$ cat src/rtl/dsc_pkg.sv
package dsc_pkg;
  localparam int unsigned STW     = 3;
  localparam int unsigned NUM_SRC = 3;

  typedef enum logic [STW-1:0] {
    ST_IDLE = 3'd0,
    ST_RUN  = 3'd1,
    ST_BLK  = 3'd2,
    ST_UNB  = 3'd3,
    ST_SQ   = 3'd4
  } dsc_state_t;
endpackage

$ cat src/rtl/dsc_stall_flags.sv
module dsc_stall_flags #(
  parameter int unsigned NSRC = 3
) (
  input  logic            clk,
  input  logic            rst,
  input  logic [NSRC-1:0] set_i,
  input  logic [NSRC-1:0] clr_i,
  output logic            stalled_o,
  output logic            err_o,
  output logic [NSRC-1:0] flags_o
);
  logic [NSRC-1:0] flags_q, flags_nxt, bad;

  // a strobe raised together with a set is a legal pair; only a stray clear is an error
  always_comb begin
    flags_nxt = (flags_q | set_i) & ~clr_i;
    bad       = clr_i & ~(flags_q | set_i);
  end

  assign stalled_o = |flags_nxt;
  assign flags_o   = flags_q;

  always_ff @(posedge clk) begin
    if (rst) begin
      flags_q <= '0;
      err_o   <= 1'b0;
    end else begin
      flags_q <= flags_nxt;
      err_o   <= |bad;
    end
  end

  generate
    for (genvar s = 0; s < NSRC; s++) begin : g_chk
      p_flag_hold_r2: assert property (@(posedge clk) disable iff (rst)
        (!set_i[s] && !clr_i[s]) |=> $stable(flags_q[s]));
      p_stray_clear_r3: assert property (@(posedge clk) disable iff (rst)
        (clr_i[s] && !set_i[s] && !flags_q[s]) |=> (err_o && !flags_q[s]));
    end
  endgenerate
endmodule

$ cat src/rtl/dsc_thread_fsm.sv
module dsc_thread_fsm
  import dsc_pkg::*;
(
  input  logic       clk,
  input  logic       rst,
  input  logic       stalled_i,
  input  logic       squash_i,
  input  logic       busy_i,
  input  logic       redirect_i,
  input  logic       leftover_i,
  input  logic       skid_empty_i,
  output dsc_state_t state_o,
  output dsc_state_t state_nxt_o,
  output logic       blk_o,
  output logic       unblk_o
);
  dsc_state_t state_q, nxt;
  logic       b, u;

  always_comb begin
    nxt = state_q;
    b   = 1'b0;
    u   = 1'b0;
    if (squash_i) begin
      nxt = ST_SQ;
      u   = (state_q == ST_BLK) || (state_q == ST_UNB);
    end else if (busy_i) begin
      nxt = ST_SQ;
    end else if (stalled_i) begin
      nxt = ST_BLK;
      b   = (state_q != ST_BLK);
    end else if (state_q == ST_BLK) begin
      nxt = ST_UNB;
    end else if (state_q == ST_SQ) begin
      nxt = ST_RUN;
    end else if (redirect_i) begin
      nxt = ST_SQ;
      u   = (state_q == ST_UNB);
    end else if (leftover_i && (state_q == ST_IDLE || state_q == ST_RUN)) begin
      nxt = ST_BLK;
      b   = 1'b1;
    end else if (state_q == ST_UNB && skid_empty_i) begin
      nxt = ST_RUN;
      u   = 1'b1;
    end
  end

  always_ff @(posedge clk) begin
    if (rst) begin
      state_q <= ST_IDLE;
      blk_o   <= 1'b0;
      unblk_o <= 1'b0;
    end else begin
      state_q <= nxt;
      blk_o   <= b;
      unblk_o <= u;
    end
  end

  assign state_o     = state_q;
  assign state_nxt_o = nxt;

  p_reset_idle_r1: assert property (@(posedge clk)
    rst |=> (state_q == ST_IDLE && !blk_o && !unblk_o));
  p_no_both_r12: assert property (@(posedge clk) disable iff (rst)
    !(blk_o && unblk_o));
  p_squash_wins_r5: assert property (@(posedge clk) disable iff (rst)
    squash_i |=> (state_q == ST_SQ && !blk_o));
  p_busy_holds_r6: assert property (@(posedge clk) disable iff (rst)
    (busy_i && !squash_i) |=> (state_q == ST_SQ && !blk_o && !unblk_o));
  p_block_once_r7: assert property (@(posedge clk) disable iff (rst)
    (state_q == ST_BLK && stalled_i && !squash_i && !busy_i) |=> !blk_o);
  p_drain_wait_r8: assert property (@(posedge clk) disable iff (rst)
    (state_q == ST_UNB && !skid_empty_i && !squash_i && !busy_i && !stalled_i && !redirect_i)
      |=> (state_q == ST_UNB && !unblk_o));
endmodule

$ cat src/rtl/dsc_activity.sv
module dsc_activity #(
  parameter int unsigned NT = 4
) (
  input  logic          clk,
  input  logic          rst,
  input  logic [NT-1:0] unb_nxt_i,
  input  logic [NT-1:0] changed_i,
  input  logic [NT-1:0] unb_cur_i,
  output logic          active_o
);
  logic active_q;

  always_ff @(posedge clk) begin
    if (rst)              active_q <= 1'b0;
    else if (|changed_i)  active_q <= |unb_nxt_i;
  end

  assign active_o = active_q;

  p_active_match_r11: assert property (@(posedge clk) disable iff (rst)
    active_q == (|unb_cur_i));
endmodule

$ cat src/rtl/dstage_ctrl.sv
module dstage_ctrl
  import dsc_pkg::*;
#(
  parameter int unsigned NUM_THREADS = 4
) (
  input  logic                       clk,
  input  logic                       rst,
  input  logic [NUM_THREADS-1:0]     rn_blk_i,
  input  logic [NUM_THREADS-1:0]     rn_unblk_i,
  input  logic [NUM_THREADS-1:0]     ex_blk_i,
  input  logic [NUM_THREADS-1:0]     ex_unblk_i,
  input  logic [NUM_THREADS-1:0]     cm_blk_i,
  input  logic [NUM_THREADS-1:0]     cm_unblk_i,
  input  logic [NUM_THREADS-1:0]     cm_squash_i,
  input  logic [NUM_THREADS-1:0]     cm_busy_i,
  input  logic [NUM_THREADS-1:0]     skid_empty_i,
  input  logic [NUM_THREADS-1:0]     leftover_i,
  input  logic [NUM_THREADS-1:0]     redirect_i,
  output logic [NUM_THREADS-1:0]     fetch_block_o,
  output logic [NUM_THREADS-1:0]     fetch_unblock_o,
  output logic [NUM_THREADS-1:0]     stall_err_o,
  output logic [STW*NUM_THREADS-1:0] thread_state_o,
  output logic                       stage_active_o
);
  localparam int unsigned NT = NUM_THREADS;

  logic [NT-1:0] unb_nxt, unb_cur, changed;

  generate
    for (genvar t = 0; t < NT; t++) begin : g_thr
      logic [NUM_SRC-1:0] set_v, clr_v, flags;
      logic               stalled;
      dsc_state_t         st, st_nxt;

      assign set_v = {cm_blk_i[t], ex_blk_i[t], rn_blk_i[t]};
      assign clr_v = {cm_unblk_i[t], ex_unblk_i[t], rn_unblk_i[t]};

      dsc_stall_flags #(.NSRC(NUM_SRC)) u_flags (
        .clk       (clk),
        .rst       (rst),
        .set_i     (set_v),
        .clr_i     (clr_v),
        .stalled_o (stalled),
        .err_o     (stall_err_o[t]),
        .flags_o   (flags)
      );

      dsc_thread_fsm u_fsm (
        .clk          (clk),
        .rst          (rst),
        .stalled_i    (stalled),
        .squash_i     (cm_squash_i[t]),
        .busy_i       (cm_busy_i[t]),
        .redirect_i   (redirect_i[t]),
        .leftover_i   (leftover_i[t]),
        .skid_empty_i (skid_empty_i[t]),
        .state_o      (st),
        .state_nxt_o  (st_nxt),
        .blk_o        (fetch_block_o[t]),
        .unblk_o      (fetch_unblock_o[t])
      );

      assign thread_state_o[STW*t +: STW] = st;
      assign unb_nxt[t] = (st_nxt == ST_UNB);
      assign unb_cur[t] = (st == ST_UNB);
      assign changed[t] = (st_nxt != st);

      p_stalled_blocks_r7: assert property (@(posedge clk) disable iff (rst)
        ((|flags) && !cm_squash_i[t] && !cm_busy_i[t] && !(|clr_v)) |=> (st == ST_BLK));
    end
  endgenerate

  dsc_activity #(.NT(NT)) u_act (
    .clk       (clk),
    .rst       (rst),
    .unb_nxt_i (unb_nxt),
    .changed_i (changed),
    .unb_cur_i (unb_cur),
    .active_o  (stage_active_o)
  );
endmodule

$ cat config.mk
export PLATFORM = sky130hd
export DESIGN_NAME = dstage_ctrl
export DESIGN_NICKNAME = d
export VERILOG_FILES = /design/src/rtl/dsc_pkg.sv /design/src/rtl/dsc_stall_flags.sv /design/src/rtl/dsc_thread_fsm.sv /design/src/rtl/dsc_activity.sv /design/src/rtl/dstage_ctrl.sv
export SDC_FILE = /design/constraint.sdc
export NUM_CORES = 1
export LEC_CHECK = 0
export BUFFER_PORTS_ARGS = -buffer_cell sky130_fd_sc_hd__buf_2
export CORE_ASPECT_RATIO = 0.75
export CORE_MARGIN = 5
export CORE_UTILIZATION = 46
export DETAILED_ROUTE_END_ITERATION = 7
export GPL_TIMING_DRIVEN = 0
export PLACE_DENSITY = 0.76
export SKIP_CTS_REPAIR_TIMING = 1
export SYNTH_ARGS = -nofsm -noshare
export SYNTH_HDL_FRONTEND = slang
export SYNTH_SLANG_ARGS = --single-unit
export TNS_END_PERCENT = 20
$ cat constraint.sdc
create_clock -name clk -period 2.6 [get_ports clk]
set_clock_uncertainty 0.2 [all_clocks]
set_input_delay 0.52 -clock clk [delete_from_list [all_inputs] [get_ports clk]]
set_output_delay 0.52 -clock clk [all_outputs]
set_load 0.02 [all_outputs]
==> out/results.tsv, run 1 <==
stage	metric	value	unit
flow_run	max cap viols	0	
timing	final worst setup slack	-0.00504	ns
timing	Hold Fails Final Rpt	0	
pwr	Max VDD drop	294	uV
worst_setup_path	worst flop-to-flop path endpoint	u_act.active_o	
synthesis	mapped cell area	2180	sq um
global_routing	largest net degree at the start of global routing	11	
worst_setup_path	Critical Path AT	2.58	ns
floorplanning	num rows	21	
timing	Fin Hold WS	0.277	ns
hold_path	HP Class	in -> reg	
global_routing	GR Overflow Total	0	
floorplanning	Die Area	6220	sq um
worst_setup_path	Critical path origin	cm_blk_i[2]	
worst_setup_path	CP cell instances	buf_2 > o21bai_2 > and3_4 > buf_6 > a211oi_1 > or4_1 > or4_4 > o311a_1	
cells_and_area	synthesis-to-layout area growth	30.9	%
cells_and_area	FILL cells	407	
timing	Worst slew margin	60.8	%
timing	Slew @ Worst Pin	0.587	ns
synthesis	Mapped Avg Cell Area	7.83	sq um
synthesis	ys flop type	dfxtp_1	
floorplanning	Starting Density	48.1	%
clock_network	clock sink count	37	
clock_network	worst skew pair latency	0.29	ns
timing	fmax	384	MHz
status	violated checks	setup timing	
clock_network	clock tree buffer depth	2	
detailed_routing	Detailed Route WL	5.96	mm
timing	period utilization	100	%
synthesis	Synth top area share	34.0	%
worst_setup_path	CP peak stage delay	0.56	ns
clock_network	CTS H-tree lvls	2	
pwr	PwrDens	475	nW/um^2
worst_setup_path	Worst setup SP type	input pin	
detailed_routing	Initial DRT Pass Iterations	4	
pwr	Lkg Pwr	0.00125	uW
floorplanning	IO Pins	71	
detailed_routing	number of remaining DRC errors	0	
cells_and_area	Finished Cell Area	2850	sq um
global_routing	initial antenna violation count	0	
detailed_routing	DRT iter0 DRCs	175	
placement	IO buf count	70	
floorplanning	Core Footprint	4520	sq um
global_routing	number of global-route vias before repair	1988	
worst_setup_path	Crit. End Element	flip-flop	
cells_and_area	net count reported at finish	405	
worst_setup_path	CP endpoint	u_act.active_o	
synthesis	Mapped Cells	278	
hold_path	HP Start	rn_unblk_i[1]	
clock_network	Worst-path clk slew	0.07	ns
worst_setup_path	Crit path max-delay family	simple AND/OR/NAND/NOR gates	
synthesis	Ys Warns	0	
detailed_routing	Routed wire per std cell	14.3	um
cells_and_area	layout cells sized above 1	37.3	%
cells_and_area	diode count	0	
timing	final max-slew violation count	0	
worst_setup_path	Worst path slowest cell	or4_4	
worst_setup_path	crit-path max FO	8	
worst_setup_path	Stages on worst setup path	8	
worst_setup_path	Register-to-Register Path Depth	6	
timing	Final min period	2.61	ns
floorplanning	die height	69.6	um
synthesis	Syn Nets	324	
global_routing	first-pass GRT wire length	8.96	mm
synthesis	Post-synth EDFFs	0	
timing	Finish-stage setup viols	1	
detailed_routing	Routed Antenna Nets	0	
detailed_routing	Vias/cell	5.56	
floorplanning	Die W	89.4	um
worst_setup_path	critical setup path kind	in -> reg	
cells_and_area	most frequent cells in the layout	buf_2, nor2_1, dfxtp_1	
clock_network	CTS tree	done	
synthesis	area leader, netlist	dfxtp_1	
worst_setup_path	R2R Path Start	g_thr[3].u_fsm.state_o[2]	
synthesis	synth unique cells	51	
placement	HPWL Detailed	4.33	mm
synthesis	Yosys reg bits	37	
global_routing	GRT Util Overall	17.8	%
worst_setup_path	Worst EP required	2.58	ns
synthesis	top cells by area, synth	dfxtp_1, nor2_1, a21oi_1, buf_4, o21bai_2	
clock_network	Clock Tree Root	clkbuf_8	
placement	GP Congestion	0.888	
worst_setup_path	Buffers & Inverters on Critical Path	2	
status	status	finished, violations left	
synthesis	post-synthesis sequential area ratio	34.0	%
detailed_routing	vias post-DR	2312	
placement	DP Area	2600	sq um
worst_setup_path	r2r setup slk	0.02	ns
synthesis	FFs w/ async S/R, synth	0	%
timing	RSZ-0062 raised after global routing	yes	
clock_network	Inserted Clock Buffers	5	
cells_and_area	commonest non-fill, non-tap cell in the layout	buf_2	
[cell families (layout without fill, tap and decap cells)]
group	count (synthesis)	in the layout	share of synthesized area, %
compound gates	82	82	26.8
xor+xnor	3	3	1.21
buf+inv	33	114	8.68
flops	37	37	34.0
mux	1	1	0.460
simple gates	122	122	28.8
[metal layers]
| layer | routed length [um] | share of wire (%) | up-vias | global-route usage [%] |
|---|---|---|---|---|
| met4 | 89 | 1.5 | 0 | 4.46 |
| li1 | - | - | 1151 | - |
| met3 | 589 | 9.9 | 12 | 3.80 |
| met2 | 2520 | 42 | 111 | 25.8 |
| met5 | 0 | 0 | - | 0 |
| met1 | 2760 | 46 | 1038 | 26.5 |
[cells in the mapped netlist (4+ instances only)]
cell,count
a211oi_1,5
a21oi_1,27
nand2_1,16
dfxtp_1,37
inv_1,7
o21bai_2,9
buf_2,4
nor2_1,47
buf_4,14
o21ai_0,8
and3_1,6
nor2b_1,4
nand2b_1,7
a22oi_1,6
clkbuf_1,5
nor4_1,4
and2_1,5
nor3_1,7
nand3_1,4
[worst min-delay path by stage]
| stage | slack [ns] | to | cells past startpoint |
|---|---|---|---|
| after global routing | 0.28 | g_thr[1].u_flags.err_o | 3 |
| final | 0.28 | g_thr[1].u_flags.err_o | 3 |
| after CTS | 0.27 | g_thr[1].u_flags.err_o | 3 |
| after detailed placement | 0.31 | g_thr[1].u_flags.flags_o[0] | 2 |
| after floorplan | 0.28 | g_thr[3].u_flags.flags_o[1] | 2 |
| after global placement | 0.30 | g_thr[2].u_flags.flags_o[0] | 2 |
[stage by stage]
step / utilization, % / instances / power (uW) / worst slack (ns) / setup TNS (ns)
floorplan: - / 278 / 812 / -0.0267 / -0.0267
global placement: 57.6 / 405 / 912 / -0.311 / -0.311
detailed placement: 57.6 / 405 / 915 / -0.312 / -0.312
CTS: 59.5 / 412 / 1310 / -0.0610 / -0.0610
global route: 63.0 / 416 / 1420 / -0.0553 / -0.0553
finish: 63.0 / 416 / 1350 / -0.00504 / -0.00504
[sequential cells by signal, indices dropped and copies added, names as in the netlist]
signal and count:
g_thr.u_fsm.blk_o 4, g_thr.u_flags.err_o 4, g_thr.u_flags.flags_o 12, g_thr.u_fsm.state_o 12
g_thr.u_fsm.unblk_o 4, u_act.active_o 1
[tightest hold or removal path: stages]
cell	delay, ns
buf_2	0.10
nand2_1	0.05
a21oi_1	0.05
[power by group]
group / internal (uW) / total [uW] / switching, uW
registers: 593 / 616 / 23.0
clock network: 210 / 407 / 196
logic: 153 / 330 / 177
[cell type report]
cell class	instances	area [sq um]	area share, %
plain buffers	25	174	6.10
clock buffers	7	86.3	3.03
inverters	8	30.0	1.05
multi-input cells	208	1360	47.7
flip-flops and latches	37	749	26.3
well taps	57	71.3	2.50
repair buffers	74	380	13.4
(Power assumes the default switching activity.)
==> run 2: changes to the inputs <==
--- a/config.mk
+++ b/config.mk
@@ -5,6 +5,7 @@
 export SDC_FILE = /design/constraint.sdc
 export NUM_CORES = 1
 export LEC_CHECK = 0
+export ABC_AREA = 0
 export BUFFER_PORTS_ARGS = -buffer_cell sky130_fd_sc_hd__buf_2
 export CORE_ASPECT_RATIO = 0.75
 export CORE_MARGIN = 5
@@ -12,6 +13,7 @@
 export DETAILED_ROUTE_END_ITERATION = 7
 export GPL_TIMING_DRIVEN = 0
 export PLACE_DENSITY = 0.76
+export RECOVER_POWER = 50
 export SKIP_CTS_REPAIR_TIMING = 1
 export SYNTH_ARGS = -nofsm -noshare
 export SYNTH_HDL_FRONTEND = slang
==> run 2 against run 1 <==
  * The run still ends with setup timing left
  * Utilization fell by 0.33 points
  * Global-route usage stayed put
  * Power down 0.46%
  * Wire length shrank 0.12%
  * Critical path type unchanged
  * Largest power group unchanged
  * Highest routed layer unchanged
==> out/results.tsv, run 2 (synthesis gave the netlist of run 1 again) <==
stage	metric	value	unit	change
status	status	finished, violations left		
status	violated checks	setup timing		
worst_setup_path	Crit. End Element	flip-flop		
detailed_routing	Routed Antenna Nets	0		unchanged
worst_setup_path	critical setup path kind	in -> reg		
worst_setup_path	Worst setup SP type	input pin		
pwr	Int Power	954	uW	-0.24%
clock_network	clock sink count	37		unchanged
floorplanning	die height	69.6	um	unchanged
global_routing	largest net degree at the start of global routing	11		unchanged
floorplanning	IO Pins	71		unchanged
global_routing	GR Overflow Total	0		unchanged
clock_network	CTS H-tree lvls	2		unchanged
hold_path	Hold Crit Depth	3		unchanged
pwr	Comb pwr share	24.3	%	about the same
worst_setup_path	Register-to-Register Path Depth	6		unchanged
floorplanning	Die W	89.4	um	unchanged
cells_and_area	net count reported at finish	405		unchanged
clock_network	worst skew pair latency	0.28	ns	about the same
worst_setup_path	r2r setup slk	0.02	ns	about the same
detailed_routing	DRT iter0 DRCs	181		+3.4%
placement	IO buf count	70		unchanged
global_routing	initial antenna violation count	0		unchanged
timing	final worst setup slack	-0.00338	ns	+0.00166 ns
cells_and_area	commonest non-fill, non-tap cell in the layout	buf_2		
hold_path	HP Class	in -> reg		
cells_and_area	synthesis-to-layout area growth	30.2	%	
detailed_routing	Vias/cell	5.56		unchanged
hold_path	Hold Path End	g_thr[1].u_flags.err_o		
detailed_routing	Initial DRT Pass Iterations	4		unchanged
worst_setup_path	Buffers & Inverters on Critical Path	2		unchanged
pwr	Lkg Pwr	0.00120	uW	-3.6%
pwr	switching share of power	29.2	%	-0.15 points
timing	Slew @ Worst Pin	0.585	ns	-0.00207 ns
worst_setup_path	Crit path max-delay family	simple AND/OR/NAND/NOR gates		
global_routing	number of global-route vias before repair	1988		unchanged
timing	final max-slew violation count	0		unchanged
global_routing	GRT Util Overall	17.8	%	unchanged
worst_setup_path	crit-path max FO	8		unchanged
global_routing	first-pass GRT wire length	8.96	mm	unchanged
placement	GP Congestion	0.888		unchanged
floorplanning	Starting Density	48.1	%	unchanged
floorplanning	Die Area	6220	sq um	unchanged
timing	fmax	384	MHz	about the same
flow_run	max cap viols	0		unchanged
worst_setup_path	Worst EP required	2.57	ns	about the same
timing	Hold Fails Final Rpt	0		unchanged
detailed_routing	Routed wire per std cell	14.3	um	-0.12%
hold_path	HP Start	rn_unblk_i[1]		
pwr	PwrDens	475	nW/um^2	about the same
pwr	switching pwr	393	uW	-0.98%
clock_network	Inserted Clock Buffers	5		unchanged
timing	period utilization	100	%	about the same
placement	HPWL Detailed	4.33	mm	unchanged
clock_network	CTS tree	done		
clock_network	clock tree buffer depth	2		unchanged
timing	Worst slew margin	61.0	%	+0.14 points
detailed_routing	Detailed Route WL	5.95	mm	-0.12%
pwr	Max VDD drop	293	uV	-0.23%
timing	Finish-stage setup viols	1		unchanged
cells_and_area	fin util	62.7	%	-0.33 points
worst_setup_path	worst flop-to-flop path endpoint	u_act.active_o		
cells_and_area	layout cells sized above 1	34.0	%	-3.3 points
detailed_routing	vias post-DR	2312		unchanged
cells_and_area	most frequent cells in the layout	buf_2, nor2_1, dfxtp_1		
worst_setup_path	R2R Path Start	g_thr[0].u_fsm.state_o[1]		
clock_network	Worst-path clk slew	0.07	ns	about the same
timing	Final min period	2.60	ns	-0.00166 ns
worst_setup_path	CP peak stage delay	0.56	ns	about the same
worst_setup_path	CP cell instances	buf_2 > o21bai_2 > and3_4 > buf_6 > a211oi_1 > or4_1 > or4_4 > o311a_1		
pwr	Clock power frac	29.9	%	-0.2 points
clock_network	Clock Tree Root	clkbuf_8		
floorplanning	num rows	21		unchanged
cells_and_area	diode count	0		unchanged
worst_setup_path	Critical Path AT	2.58	ns	about the same
timing	RSZ-0062 raised after global routing	yes		
worst_setup_path	Worst path slowest cell	or4_4		
pwr	Seq pwr share	45.8	%	+0.2 points
detailed_routing	number of remaining DRC errors	0		unchanged
timing	Setup TNS	-0.00338	ns	+0.00166 ns
floorplanning	Core Footprint	4520	sq um	unchanged
==> run 2: changes by cell type in the layout (fill, tap and decap cells not counted), sizes merged <==
| cell | before | now |
|---|---|---|
| clkbuf | 12 | 24 |
| buf | 94 | 82 |
==> run 2: worst reg2reg max path, cell delays in order (launching register included) <==
cell	delay, ns
dfxtp_2	0.43
nand2b_1	0.12
a21oi_1	0.26
nor3_1	0.08
or4_1	0.53
or4_4	0.54
o311a_1	0.30
==> run 2: metrics by stage <==
stage                     setup WS [ns]  std cells  hold slack (ns)  area, sq um  power [uW]
after floorplan                 -0.0267        278            0.275         2180         812
after global placement           -0.311        405            0.301         2600         912
after detailed placement         -0.312        405            0.312         2600         915
after CTS                       -0.0610        412            0.273         2690        1310
after global routing            -0.0553        416            0.277         2830        1410
final                          -0.00338        416            0.281         2830        1350
==> run 2: how the worst max path moves through the flow <==
| stage | from | endpoint | slack, ns | depth (start not counted) |
|---|---|---|---|---|
| after global placement | ex_blk_i[3] | u_act.active_o | -0.31 | 7 |
| after floorplan | rn_blk_i[1] | u_act.active_o | -0.03 | 7 |
| final | cm_blk_i[2] | u_act.active_o | -0.003 | 8 |
| after global routing | cm_blk_i[3] | u_act.active_o | -0.06 | 7 |
| after CTS | g_thr[0].u_fsm.state_o[0] | u_act.active_o | -0.06 | 7 |
| after detailed placement | rn_blk_i[3] | u_act.active_o | -0.31 | 7 |
==> run 2: cell type report <==
type	instances	area (sq um)
fill	412	1690
multi-input combinational	208	1360
sequential	37	749
timing repair buffer	74	365
buffer	25	174
clock buffer	7	86.3
tap	57	71.3
inverter	8	30.0
==> run 2: per-layer routing <==
metal / wire length (um) / part of all wire, % / GRT usage, % / vias up
met5: 0 / 0 / 0 / -
met1: 2720 / 46 / 26.5 / 1051
met2: 2580 / 43 / 25.8 / 99
met3: 570 / 9.6 / 3.80 / 10
li1: - / - / - / 1152
met4: 77 / 1.3 / 4.46 / 0
==> run 2: power by group through the flow <==
stage	Sequential, uW	Clock (uW)	Combinational, uW
2_1_floorplan	632	0	180
3_3_place_gp	625	0	287
3_5_place_dp	626	0	290
4_1_cts	613	409	291
5_1_grt	620	437	357
6_report	617	403	327
